==> src/rtl/spim_pkg.sv <==
package spim_pkg;

   // Frame phase of the serial sequencer
   typedef enum logic [2:0] {
      PH_IDLE  = 3'd0,
      PH_LEAD  = 3'd1,
      PH_DATA  = 3'd2,
      PH_TRAIL = 3'd3,
      PH_GAP   = 3'd4
   } spim_phase_e;

   // One-cycle command strobes from the register interface
   typedef struct packed {
      logic tx_on;
      logic tx_off;
      logic cs_hold;
      logic cs_free;
      logic clr_sts;
   } spim_cmd_s;

endpackage

==> src/rtl/spim_frame_timer.sv <==
module spim_frame_timer
   import spim_pkg::*;
#(
   parameter int DIV_W  = 8,
   parameter int CHAR_W = 8
) (
   input  logic             clk,
   input  logic             rst_n,
   input  logic             start,
   input  logic [DIV_W-1:0] bit_div,
   output spim_phase_e      phase,
   output logic             busy,
   output logic             cs_frame,
   output logic             sck_level,
   output logic             sample_pt,
   output logic             bit_end,
   output logic             last_bit
);

   localparam int BIT_W = (CHAR_W > 1) ? $clog2(CHAR_W) : 1;
   localparam logic [DIV_W-1:0] PER_MIN = DIV_W'(2);
   localparam logic [BIT_W-1:0] LAST_IDX = BIT_W'(CHAR_W - 1);

   generate
      if (DIV_W < 2) begin : g_bad_div_w
         $error("spim_frame_timer: DIV_W must be at least 2");
      end
   endgenerate

   spim_phase_e      phase_q;
   logic [DIV_W-1:0] per_q;
   logic [DIV_W-1:0] cnt_q;
   logic [BIT_W-1:0] bit_q;
   logic [DIV_W-1:0] per_eff;
   logic [DIV_W-1:0] half;
   logic             period_end;

   assign per_eff    = (bit_div < PER_MIN) ? PER_MIN : bit_div;
   assign half       = per_q >> 1;
   assign busy       = (phase_q != PH_IDLE);
   assign period_end = busy && (cnt_q == (per_q - DIV_W'(1)));
   assign last_bit   = (bit_q == LAST_IDX);

   always_ff @(posedge clk or negedge rst_n) begin
      if (!rst_n) begin
         phase_q <= PH_IDLE;
         per_q   <= PER_MIN;
         cnt_q   <= '0;
         bit_q   <= '0;
      end else if (phase_q == PH_IDLE) begin
         if (start) begin
            phase_q <= PH_LEAD;
            per_q   <= per_eff;
            cnt_q   <= '0;
            bit_q   <= '0;
         end
      end else if (period_end) begin
         cnt_q <= '0;
         unique case (phase_q)
            PH_LEAD:  phase_q <= PH_DATA;
            PH_DATA: begin
               if (last_bit) phase_q <= PH_TRAIL;
               else          bit_q   <= bit_q + BIT_W'(1);
            end
            PH_TRAIL: phase_q <= PH_GAP;
            PH_GAP:   phase_q <= PH_IDLE;
            default:  phase_q <= PH_IDLE;
         endcase
      end else begin
         cnt_q <= cnt_q + DIV_W'(1);
      end
   end

   assign phase     = phase_q;
   assign cs_frame  = (phase_q == PH_LEAD) || (phase_q == PH_DATA) || (phase_q == PH_TRAIL);
   assign sck_level = (phase_q == PH_DATA) && (cnt_q >= half);
   assign sample_pt = (phase_q == PH_DATA) && (cnt_q == half);
   assign bit_end   = (phase_q == PH_DATA) && period_end;

   AST_PERIOD_FLOOR: assert property (@(posedge clk) disable iff (!rst_n)
      busy |-> (per_q >= PER_MIN));
   AST_START_WHEN_IDLE: assert property (@(posedge clk) disable iff (!rst_n)
      start |-> (phase_q == PH_IDLE));
   AST_COUNT_IN_PERIOD: assert property (@(posedge clk) disable iff (!rst_n)
      busy |-> (cnt_q < per_q));

endmodule

==> src/rtl/spim_char_shifter.sv <==
module spim_char_shifter #(
   parameter int CHAR_W = 8
) (
   input  logic              clk,
   input  logic              rst_n,
   input  logic              load,
   input  logic [CHAR_W-1:0] load_word,
   input  logic              bit_end,
   input  logic              sample_pt,
   input  logic              miso,
   output logic              mosi_bit,
   output logic [CHAR_W-1:0] rx_word
);

   generate
      if (CHAR_W < 2) begin : g_bad_char_w
         $error("spim_char_shifter: CHAR_W must be at least 2");
      end
   endgenerate

   logic [CHAR_W-1:0] tx_q;
   logic [CHAR_W-1:0] rx_q;

   // Transmit side: MSB leaves first, shift at the end of each bit
   always_ff @(posedge clk or negedge rst_n) begin
      if (!rst_n) begin
         tx_q <= '0;
      end else if (load) begin
         tx_q <= load_word;
      end else if (bit_end) begin
         tx_q <= {tx_q[CHAR_W-2:0], 1'b0};
      end
   end

   // Receive side: one sample per rising serial clock
   always_ff @(posedge clk or negedge rst_n) begin
      if (!rst_n) begin
         rx_q <= '0;
      end else if (sample_pt) begin
         rx_q <= {rx_q[CHAR_W-2:0], miso};
      end
   end

   assign mosi_bit = tx_q[CHAR_W-1];
   // Word including the bit being sampled now; valid on the last sample
   assign rx_word  = {rx_q[CHAR_W-2:0], miso};

   AST_LOAD_OUTSIDE_BITS: assert property (@(posedge clk) disable iff (!rst_n)
      load |-> (!bit_end && !sample_pt));

endmodule

==> src/rtl/spim_ctrl_regs.sv <==
module spim_ctrl_regs
   import spim_pkg::*;
#(
   parameter int CHAR_W = 8
) (
   input  logic              clk,
   input  logic              rst_n,
   input  logic              wr_en,
   input  logic [CHAR_W-1:0] wr_word,
   input  logic              rd_en,
   input  spim_cmd_s         cmd,
   input  logic              rx_gate,
   input  logic              busy,
   input  logic              rx_done,
   input  logic [CHAR_W-1:0] rx_word,
   output logic              start,
   output logic [CHAR_W-1:0] load_word,
   output logic              tx_ready,
   output logic              tx_empty,
   output logic              rx_ready,
   output logic              overrun,
   output logic [CHAR_W-1:0] rhr,
   output logic              cs_hold
);

   logic              en_q;
   logic              thr_full;
   logic [CHAR_W-1:0] thr_q;
   logic [CHAR_W-1:0] rhr_q;
   logic              rxr_q;
   logic              ovr_q;
   logic              hold_q;
   logic              wr_take;

   assign tx_ready = en_q & ~thr_full;
   assign tx_empty = tx_ready & ~busy;
   assign wr_take  = wr_en & tx_ready;
   assign start    = en_q & thr_full & ~busy & (~rx_gate | ~rxr_q);

   // Transmitter enable: disable wins over enable
   always_ff @(posedge clk or negedge rst_n) begin
      if (!rst_n)           en_q <= 1'b0;
      else if (cmd.tx_off)  en_q <= 1'b0;
      else if (cmd.tx_on)   en_q <= 1'b1;
   end

   // Forced chip-select: release wins over hold
   always_ff @(posedge clk or negedge rst_n) begin
      if (!rst_n)            hold_q <= 1'b0;
      else if (cmd.cs_free)  hold_q <= 1'b0;
      else if (cmd.cs_hold)  hold_q <= 1'b1;
   end

   // Transmit holding register
   always_ff @(posedge clk or negedge rst_n) begin
      if (!rst_n) begin
         thr_full <= 1'b0;
         thr_q    <= '0;
      end else begin
         if (start)        thr_full <= 1'b0;
         else if (wr_take) thr_full <= 1'b1;
         if (wr_take)      thr_q    <= wr_word;
      end
   end

   // Receive holding register and its flags
   always_ff @(posedge clk or negedge rst_n) begin
      if (!rst_n) begin
         rhr_q <= '0;
         rxr_q <= 1'b0;
         ovr_q <= 1'b0;
      end else begin
         if (rx_done) begin
            rhr_q <= rx_word;
            rxr_q <= 1'b1;
         end else if (rd_en) begin
            rxr_q <= 1'b0;
         end
         if (rx_done && rxr_q && !rd_en) ovr_q <= 1'b1;
         else if (cmd.clr_sts)           ovr_q <= 1'b0;
      end
   end

   assign load_word = thr_q;
   assign rx_ready  = rxr_q;
   assign overrun   = ovr_q;
   assign rhr       = rhr_q;
   assign cs_hold   = hold_q;

   AST_DROP_WHEN_FULL: assert property (@(posedge clk) disable iff (!rst_n)
      (wr_en && !tx_ready) |=> (thr_q == $past(thr_q)));
   AST_OVERRUN_CAUSE: assert property (@(posedge clk) disable iff (!rst_n)
      $rose(ovr_q) |-> ($past(rxr_q) && $past(rx_done)));
   AST_CLEAR_OVERRUN: assert property (@(posedge clk) disable iff (!rst_n)
      (cmd.clr_sts && !rx_done) |=> !ovr_q);
   AST_READ_CLEARS: assert property (@(posedge clk) disable iff (!rst_n)
      (rd_en && !rx_done) |=> !rxr_q);
   AST_OFF_BLOCKS_START: assert property (@(posedge clk) disable iff (!rst_n)
      cmd.tx_off |=> !start);

endmodule

==> src/rtl/spim_hold_xcvr.sv <==
module spim_hold_xcvr
   import spim_pkg::*;
#(
   parameter int DIV_W  = 8,
   parameter int CHAR_W = 8
) (
   input  logic              clk,
   input  logic              rst_n,
   input  logic [DIV_W-1:0]  bit_div,
   input  logic              rx_gate,
   input  logic              wr_thr,
   input  logic [CHAR_W-1:0] wr_data,
   input  logic              rd_rhr,
   output logic [CHAR_W-1:0] rd_data,
   input  logic              cmd_tx_on,
   input  logic              cmd_tx_off,
   input  logic              cmd_cs_hold,
   input  logic              cmd_cs_free,
   input  logic              cmd_clr_sts,
   output logic              tx_ready,
   output logic              tx_empty,
   output logic              rx_ready,
   output logic              overrun,
   output logic              spi_sck,
   output logic              spi_mosi,
   input  logic              spi_miso,
   output logic              spi_cs_n
);

   spim_cmd_s         cmd;
   spim_phase_e       phase;
   logic              start;
   logic              busy;
   logic              cs_frame;
   logic              sck_level;
   logic              sample_pt;
   logic              bit_end;
   logic              last_bit;
   logic              rx_done;
   logic              mosi_bit;
   logic              cs_hold;
   logic [CHAR_W-1:0] load_word;
   logic [CHAR_W-1:0] rx_word;

   assign cmd = '{tx_on:   cmd_tx_on,
                  tx_off:  cmd_tx_off,
                  cs_hold: cmd_cs_hold,
                  cs_free: cmd_cs_free,
                  clr_sts: cmd_clr_sts};

   assign rx_done = sample_pt & last_bit;

   spim_frame_timer #(.DIV_W(DIV_W), .CHAR_W(CHAR_W)) u_timer (
      .clk       (clk),
      .rst_n     (rst_n),
      .start     (start),
      .bit_div   (bit_div),
      .phase     (phase),
      .busy      (busy),
      .cs_frame  (cs_frame),
      .sck_level (sck_level),
      .sample_pt (sample_pt),
      .bit_end   (bit_end),
      .last_bit  (last_bit)
   );

   spim_char_shifter #(.CHAR_W(CHAR_W)) u_shift (
      .clk       (clk),
      .rst_n     (rst_n),
      .load      (start),
      .load_word (load_word),
      .bit_end   (bit_end),
      .sample_pt (sample_pt),
      .miso      (spi_miso),
      .mosi_bit  (mosi_bit),
      .rx_word   (rx_word)
   );

   spim_ctrl_regs #(.CHAR_W(CHAR_W)) u_regs (
      .clk       (clk),
      .rst_n     (rst_n),
      .wr_en     (wr_thr),
      .wr_word   (wr_data),
      .rd_en     (rd_rhr),
      .cmd       (cmd),
      .rx_gate   (rx_gate),
      .busy      (busy),
      .rx_done   (rx_done),
      .rx_word   (rx_word),
      .start     (start),
      .load_word (load_word),
      .tx_ready  (tx_ready),
      .tx_empty  (tx_empty),
      .rx_ready  (rx_ready),
      .overrun   (overrun),
      .rhr       (rd_data),
      .cs_hold   (cs_hold)
   );

   assign spi_sck  = sck_level;
   assign spi_mosi = (phase == PH_DATA) & mosi_bit;
   assign spi_cs_n = ~(cs_hold | cs_frame);

   AST_SCK_UNDER_CS: assert property (@(posedge clk) disable iff (!rst_n)
      spi_sck |-> !spi_cs_n);
   AST_GATE_RESPECTED: assert property (@(posedge clk) disable iff (!rst_n)
      $rose(busy) |-> !($past(rx_gate) && $past(rx_ready)));
   AST_HOLD_KEEPS_CS: assert property (@(posedge clk) disable iff (!rst_n)
      (cmd_cs_hold && !cmd_cs_free) |=> !spi_cs_n);
   AST_RX_IN_FRAME: assert property (@(posedge clk) disable iff (!rst_n)
      $rose(rx_ready) |-> ($past(busy) && !$past(spi_cs_n)));

endmodule

==> config.mk <==
export PLATFORM = sky130hd
export DESIGN_NAME = spim_hold_xcvr
export DESIGN_NICKNAME = d
export VERILOG_FILES = /design/src/rtl/spim_pkg.sv /design/src/rtl/spim_frame_timer.sv /design/src/rtl/spim_char_shifter.sv /design/src/rtl/spim_ctrl_regs.sv /design/src/rtl/spim_hold_xcvr.sv
export SDC_FILE = /design/constraint.sdc
export NUM_CORES = 1
export LEC_CHECK = 0
export BUFFER_PORTS_ARGS = -buffer_cell sky130_fd_sc_hd__buf_2
export CORE_ASPECT_RATIO = 0.7
export CORE_MARGIN = 2
export CORE_UTILIZATION = 51
export CTS_BUF_LIST = sky130_fd_sc_hd__clkbuf_16
export CTS_CLUSTER_DIAMETER = 50
export DETAILED_ROUTE_END_ITERATION = 8
export GPL_TIMING_DRIVEN = 0
export MAX_ROUTING_LAYER = met4
export PLACE_DENSITY = 0.85
export SYNTH_ARGS = -nofsm -noshare
export SYNTH_HDL_FRONTEND = slang
export SYNTH_SLANG_ARGS = --single-unit
==> constraint.sdc <==
create_clock -name clk -period 2.7 [get_ports clk]
set_input_delay 0 -clock clk [delete_from_list [all_inputs] [get_ports clk]]
set_output_delay 0 -clock clk [all_outputs]
set_load 0.02 [all_outputs]
Word-level counts from Yosys, hierarchy flattened
Cells that the tools add are included.
{"block": "totals", "regBits": 58, "latchBits": 0, "ramBits": 0, "rom_bits": 0, "in_bits": 27, "output_inout_bits": 15, "elab_cells": 90, "memories": 0}
{"block": "op_classes", "add_sub_neg": 3, "multipliers": 0, "div_mod_pow": 0, "n_lt_le_gt_ge": 2, "n_eq_ne": 9, "shifts": 0, "muxes": 26, "bitwise_logic": 15, "reduce_logical": 22}
{"cell": "8-bit 2-to-1 mux", "count": 6}
{"cell": "3-bit 2-to-1 mux", "count": 9}
{"cell": "2-bit nonzero test", "count": 8}
{"cell": "1-bit 2-to-1 mux", "count": 10}
{"cell": "3-bit case mux with 3 select lines", "count": 1}
{"cell": "8-bit by 1-bit adder with 8-bit output, second input constant", "count": 1}
{"cell": "1-bit AND", "count": 8}
{"cell": "8-bit by 7-bit == test with 1-bit output", "count": 1}
{"cell": "8-bit == test", "count": 1}
{"cell": "8-bit by 7-bit >= comparator with 1-bit output", "count": 1}
{"cell": "8-bit by 2-bit < comparator with 1-bit output, second input constant", "count": 1}
{"cell": "8-bit by 1-bit subtractor with 8-bit output, second input constant", "count": 1}
{"cell": "3-bit by 2-bit == test with 1-bit output, second input constant", "count": 2}
{"cell": "1-bit logical AND", "count": 6}
{"cell": "1-bit inverter", "count": 5}
{"cell": "4-bit AND reduction", "count": 1}
{"cell": "3-bit by 1-bit adder with 3-bit output, second input constant", "count": 1}
{"cell": "3-bit by 1-bit == test with 1-bit output, second input constant", "count": 1}
{"cell": "3-bit == test, second input constant", "count": 1}
{"cell": "3-bit logical NOT", "count": 1}
{"cell": "3-bit by 2-bit != test with 1-bit output, second input constant", "count": 1}
{"cell": "3-bit AND reduction", "count": 1}
{"cell": "3-bit nonzero test", "count": 1}
{"cell": "1-bit logical OR", "count": 2}
{"cell": "other kinds (5)", "count": 6}

Longest topological paths before layout
{"block": "logic_depth", "depth_word": 6, "depth_mapped": 10, "depth_no_buf": 8}

Cells and area by module
From an unflattened synthesis, not the netlist that was laid out.
{"block": "hier_totals", "hier_cells": 279, "hier_area_um2": 3019.1}
{"module": "spim_frame_timer", "n_inst": 1, "cells_per_inst": 173, "area_each_um2": 1522.7}
{"module": "spim_ctrl_regs", "n_inst": 1, "cells_per_inst": 53, "area_each_um2": 805.8}
{"module": "spim_char_shifter", "n_inst": 1, "cells_per_inst": 50, "area_each_um2": 668.1}
{"module": "spim_hold_xcvr", "n_inst": 1, "cells_per_inst": 3, "area_each_um2": 22.5}

Worst setup path after synthesis
OpenSTA, ideal clock, no wires.
{"block": "synth_path", "kind": "flip-flop to flip-flop", "from": "register u_timer.per_q[1]", "to": "register u_timer.cnt_q[1]", "setup_time_ps": 122, "arrival_time_ps": 2427, "setup_slack_ps": 152, "stages_incl_launch_ff": 9, "n_path_buf": 2, "synth_period_minus_slack_ps": 2548, "cell_sequence": "dfstp_2 inv_1 ha_1 or3_1 a31o_1 or4_1 buf_6 buf_6 a32o_1"}
{"block": "synth_via", "elab_chain_cells": 5}
{"item": "start: declaration", "line_no": "spim_frame_timer.sv:31", "text": "logic [DIV_W-1:0] per_q;"}
{"item": "start signal: assignment", "line_no": "spim_frame_timer.sv:53", "text": "per_q <= per_eff;"}
{"item": "8-bit by 1-bit subtractor with 8-bit output", "line_no": "spim_frame_timer.sv:41", "text": "assign period_end = busy && (cnt_q == (per_q - DIV_W'(1)));"}
{"item": "8-bit == test", "line_no": "spim_frame_timer.sv:41"}
{"item": "1-bit logical AND", "line_no": "spim_frame_timer.sv:41"}
{"item": "8-bit 2-to-1 mux", "line_no": "spim_frame_timer.sv:57", "text": "end else if (period_end) begin"}
{"item": "8-bit 2-to-1 mux", "line_no": "spim_frame_timer.sv:50", "text": "end else if (phase_q == PH_IDLE) begin"}
{"item": "end signal: assignment", "line_no": "spim_frame_timer.sv:70", "text": "cnt_q <= cnt_q + DIV_W'(1);"}
{"item": "end: declaration", "line_no": "spim_frame_timer.sv:32", "text": "logic [DIV_W-1:0] cnt_q;"}
No other way between the ends.
A chain may end at the register's enable or synchronous reset.

Worst setup path after layout
Ends and elaborated chain as after synthesis.

==> flow_summary_export.csv <==
group,metric,value,unit
floorplanning,core,5640,um^2
cells_and_area,layout_common_cells,"dfrtp_1, buf_2, nand2_1",
cells_and_area,fill_cells,431,
drt,post-route-drc-count,0,
timing,clock_skew,0.00651,ns
placed_design,portBuffers,41,
cells_and_area,drive_above_1_share,25.8,%
drt,detail-route-antenna-nets,0,
critical_path,critPathRequiredTime,2.92,ns
synthesis,seq_area_frac_synth,49.3,%
worst_hold_path,hp-class,"primary input to asynchronous set/reset pin",
timing,fmax,374,MHz
synthesis,ys.warnings.count,0,
placed_design,hpwl,4500,um
floorplanning,initial_core_util,52.2,%
timing,setup_violations,0,
critical_path,start_kind,"register",
synthesis,async_reset_ff_share,100,%
synthesis,synthCells,281,
placed_design,placed_cells,397,
global_routing,grt_use_total,24.9,%
cts,clk_latency,0.33,ns
synthesis,yosysTopAreaCell,"dfrtp_1",
critical_path,crit_type,"register to register",
synthesis,synthDistinctLibCells,51,
critical_path,crit_slowest_cell,"or4_4",
synthesis,synth_edf_count,0,
timing,maxSlewHeadroom,51.0,%
timing,fin_setup_tns,0,ns
cts,clock_path_buffers,2,
floorplanning,die_y,67.6,um
pwr,p_int,1.67,mW
timing,finalCritPeriodShare,99.0,%
floorplanning,dieArea,6410,um^2
cts,path_clk_slew,0.05,ns
critical_path,cpPeakStageDelay,0.57,ns
job,maxCapViolCount,0,
pwr,p_leak,1.84,nW
cts,cts_tree,"built",
critical_path,cp_common_cell,"buf_6",
floorplanning,fp.dieW,94.9,um
cells_and_area,area_growth,30.1,%
drt,num_vias,2501,
timing,finalHoldViolCount,0,
global_routing,grt_antenna_before_repair,0,
critical_path,worstPathMaxFanout,10,
synthesis,synthFlopType,"dfrtp_1",
status,status,"finished clean",
critical_path,crit_chain,"inv_1 > ha_4 > or3_1 > a31o_1 > or4_4 > buf_6 > buf_6 > a32o_1",
cts,cts-root-buf,"clkbuf_16",
global_routing,grt_pass1_wl,11500,um
cells_and_area,regArea,1450,um^2
cells_and_area,final_cell_count_no_fill,440,
global_routing,grt_max_degree,59,
critical_path,crit_family,"simple AND/OR/NAND/NOR gates",
synthesis,synthTopCellsByArea,"dfrtp_1, mux2_2, nand2_1",
pwr,peakVddDrop,0.417,mV
cells_and_area,final_common_cell,"dfrtp_1",
pwr,p_seq_share,42.9,%
timing,layout_min_cycle_time,2.67,ns
synthesis,synth_top_area_share,48.4,%
pwr,switchingPower,471,uW
synthesis,postSynthAreaPerCell,10.5,um^2
global_routing,grt_pass1_vias,2385,
drt,viasPerCell,5.68,
pwr,power.density,560,nW/um^2
cells_and_area,nNetsFinal,398,
global_routing,gr-total-overflow,0,
pwr,share_comb_of_total_power,4.8,%
floorplanning,rows,23,
drt,first_pass_iters,4,
cells_and_area,antenna_cells,0,
critical_path,critPathBufInv,3,
synthesis,syn_area,2950,um^2
placed_design,gp_congestion,0.844,
cells_and_area,fin_util,67.9,%
drt,wirelength,7230,um
floorplanning,ioPinCount,42,
critical_path,cp-end-kind,"register",
drt,drt_iter0_markers,205,
critical_path,crit_arrival,2.89,ns
drt,wl_per_cell,16.4,um
pwr,swShare,22.0,%
timing,slew_violations,0,
cts,cts_buffers,9,
timing,tightest_slew,0.730,ns
cts,htreeDepth,3,
synthesis,syn_nets,319,
cells_and_area,multi_input_area,1420,um^2
cts,clock_sinks,58,
pwr,p_clk_share,52.3,%
synthesis,ys_ff_latch,58,
-- layer usage --
| metal | track usage [%] | vias up | wire length, um |
|---|---|---|---|
| li1 | - | 1160 | - |
| met1 | 32.3 | 1227 | 3190 |
| met2 | 37.9 | 104 | 3450 |
| met3 | 8.26 | 10 | 507 |
| met4 | 6.52 | 0 | 82 |
| met5 | - | - | 0 |
-- layout make-up --
class,count,area share [%]
buffer,8,1.40
multi-input combinational,202,37.0
timing repair buffer,68,12.3
inverter,13,1.27
sequential,58,37.9
clock buffer,9,5.88
tap,75,2.45
clock inverter,7,1.86
-- what timing repair did --
action                                  4_1_cts  5_1_grt
hold endpoints to repair                     23       57
gates cloned                                  0        1
hold buffers                                 24        1
endpoints found under the setup margin        3        9
pin swaps                                     0        1
buffers inserted                              0        1
gates resized for setup                       2        2
-- path summary, 6_finish.rpt --
kind	start	depth (start not counted)	to	slack, ns
max	u_timer.per_q[1]	8	u_timer.cnt_q[1]	0.03
min	rst_n	2	u_timer.cnt_q[3]	0.26
min in group clk	rx_gate	5	u_shift.tx_q[1]	0.36
max in group asynchronous	rst_n	2	u_regs.rhr[7]	1.93
min reg2reg	u_regs.rhr[5]	1	u_regs.rhr[5]	0.48
max reg2reg	u_timer.per_q[1]	8	u_timer.cnt_q[1]	0.03
-- cell usage after synthesis, types with 2 or more instances --
cell type	number
xor2_1	5
inv_1	13
nand3_1	15
ha_1	11
or4_1	2
o21ai_1	5
and3_1	5
dfrtp_1	57
o21a_1	3
nand4_1	3
and2_1	3
nor2_1	14
xnor2_1	5
nand2_1	40
nor3_1	5
a21oi_1	4
buf_6	3
or3_1	2
o21ai_0	11
nand3b_1	2
clkbuf_1	4
o211ai_1	6
a31oi_1	5
o22ai_1	4
nor2b_1	4
mux2i_1	4
mux2_2	22
-- sequential cells by signal (all words and copies together) (netlist names) --
signal and flops:
u_regs.rx_ready 1, u_timer.per_q 8, u_regs.load_word 8, u_timer.cnt_q 8, u_timer.bit_q 3, u_regs.en_q 1
u_regs.rhr 8, u_regs.thr_full 1, u_timer.phase 3, u_shift.rx_q 7, u_regs.cs_hold 1, u_regs.overrun 1
u_shift.tx_q 8
-- power by group through the flow --
stage	clock [mW]	combinational, mW	sequential [mW]
after global routing	1.18	0.115	0.923
after detailed placement	0	0.0733	0.934
after floorplan	0	0.0302	0.929
after global placement	0	0.0692	0.933
after CTS	1.14	0.101	0.920
final	1.12	0.102	0.921
-- stage by stage --
stage          setup WS [ns]  instance area [um^2]  power, mW  hold slack (ns)
2_1_floorplan          0.152                  2950      0.959           -0.296
3_3_place_gp         -0.0372                  3250       1.00            0.151
3_5_place_dp         -0.0496                  3250       1.01            0.155
4_1_cts               0.0167                  3790       2.16          0.00668
5_1_grt              -0.0175                  3830       2.22            0.351
6_report              0.0283                  3830       2.15            0.260
-- worst register-to-register path: cells and delay by family, from the launching register on --
family,cells,cell delay (ns)
AND/OR/NAND/NOR,2,0.94
buffers and inverters,3,0.38
adder cells (fa/ha/maj),1,0.18
flip-flops,1,0.54
AO/OA/AOI/OAI,2,0.53
-- cell families (layout without fill, tap and decap cells) --
family,after synthesis,in the layout,share of synthesized area (%)
buffers and inverters,21,105,3.48
flip-flops,58,58,49.3
multiplexers,27,27,10.1
AO/OA/AOI/OAI,45,45,9.72
AND/OR/NAND/NOR,109,109,19.7
XOR/XNOR,10,10,2.97
adder cells (fa/ha/maj),11,11,4.67
Power figures use the tool's default switching activity.
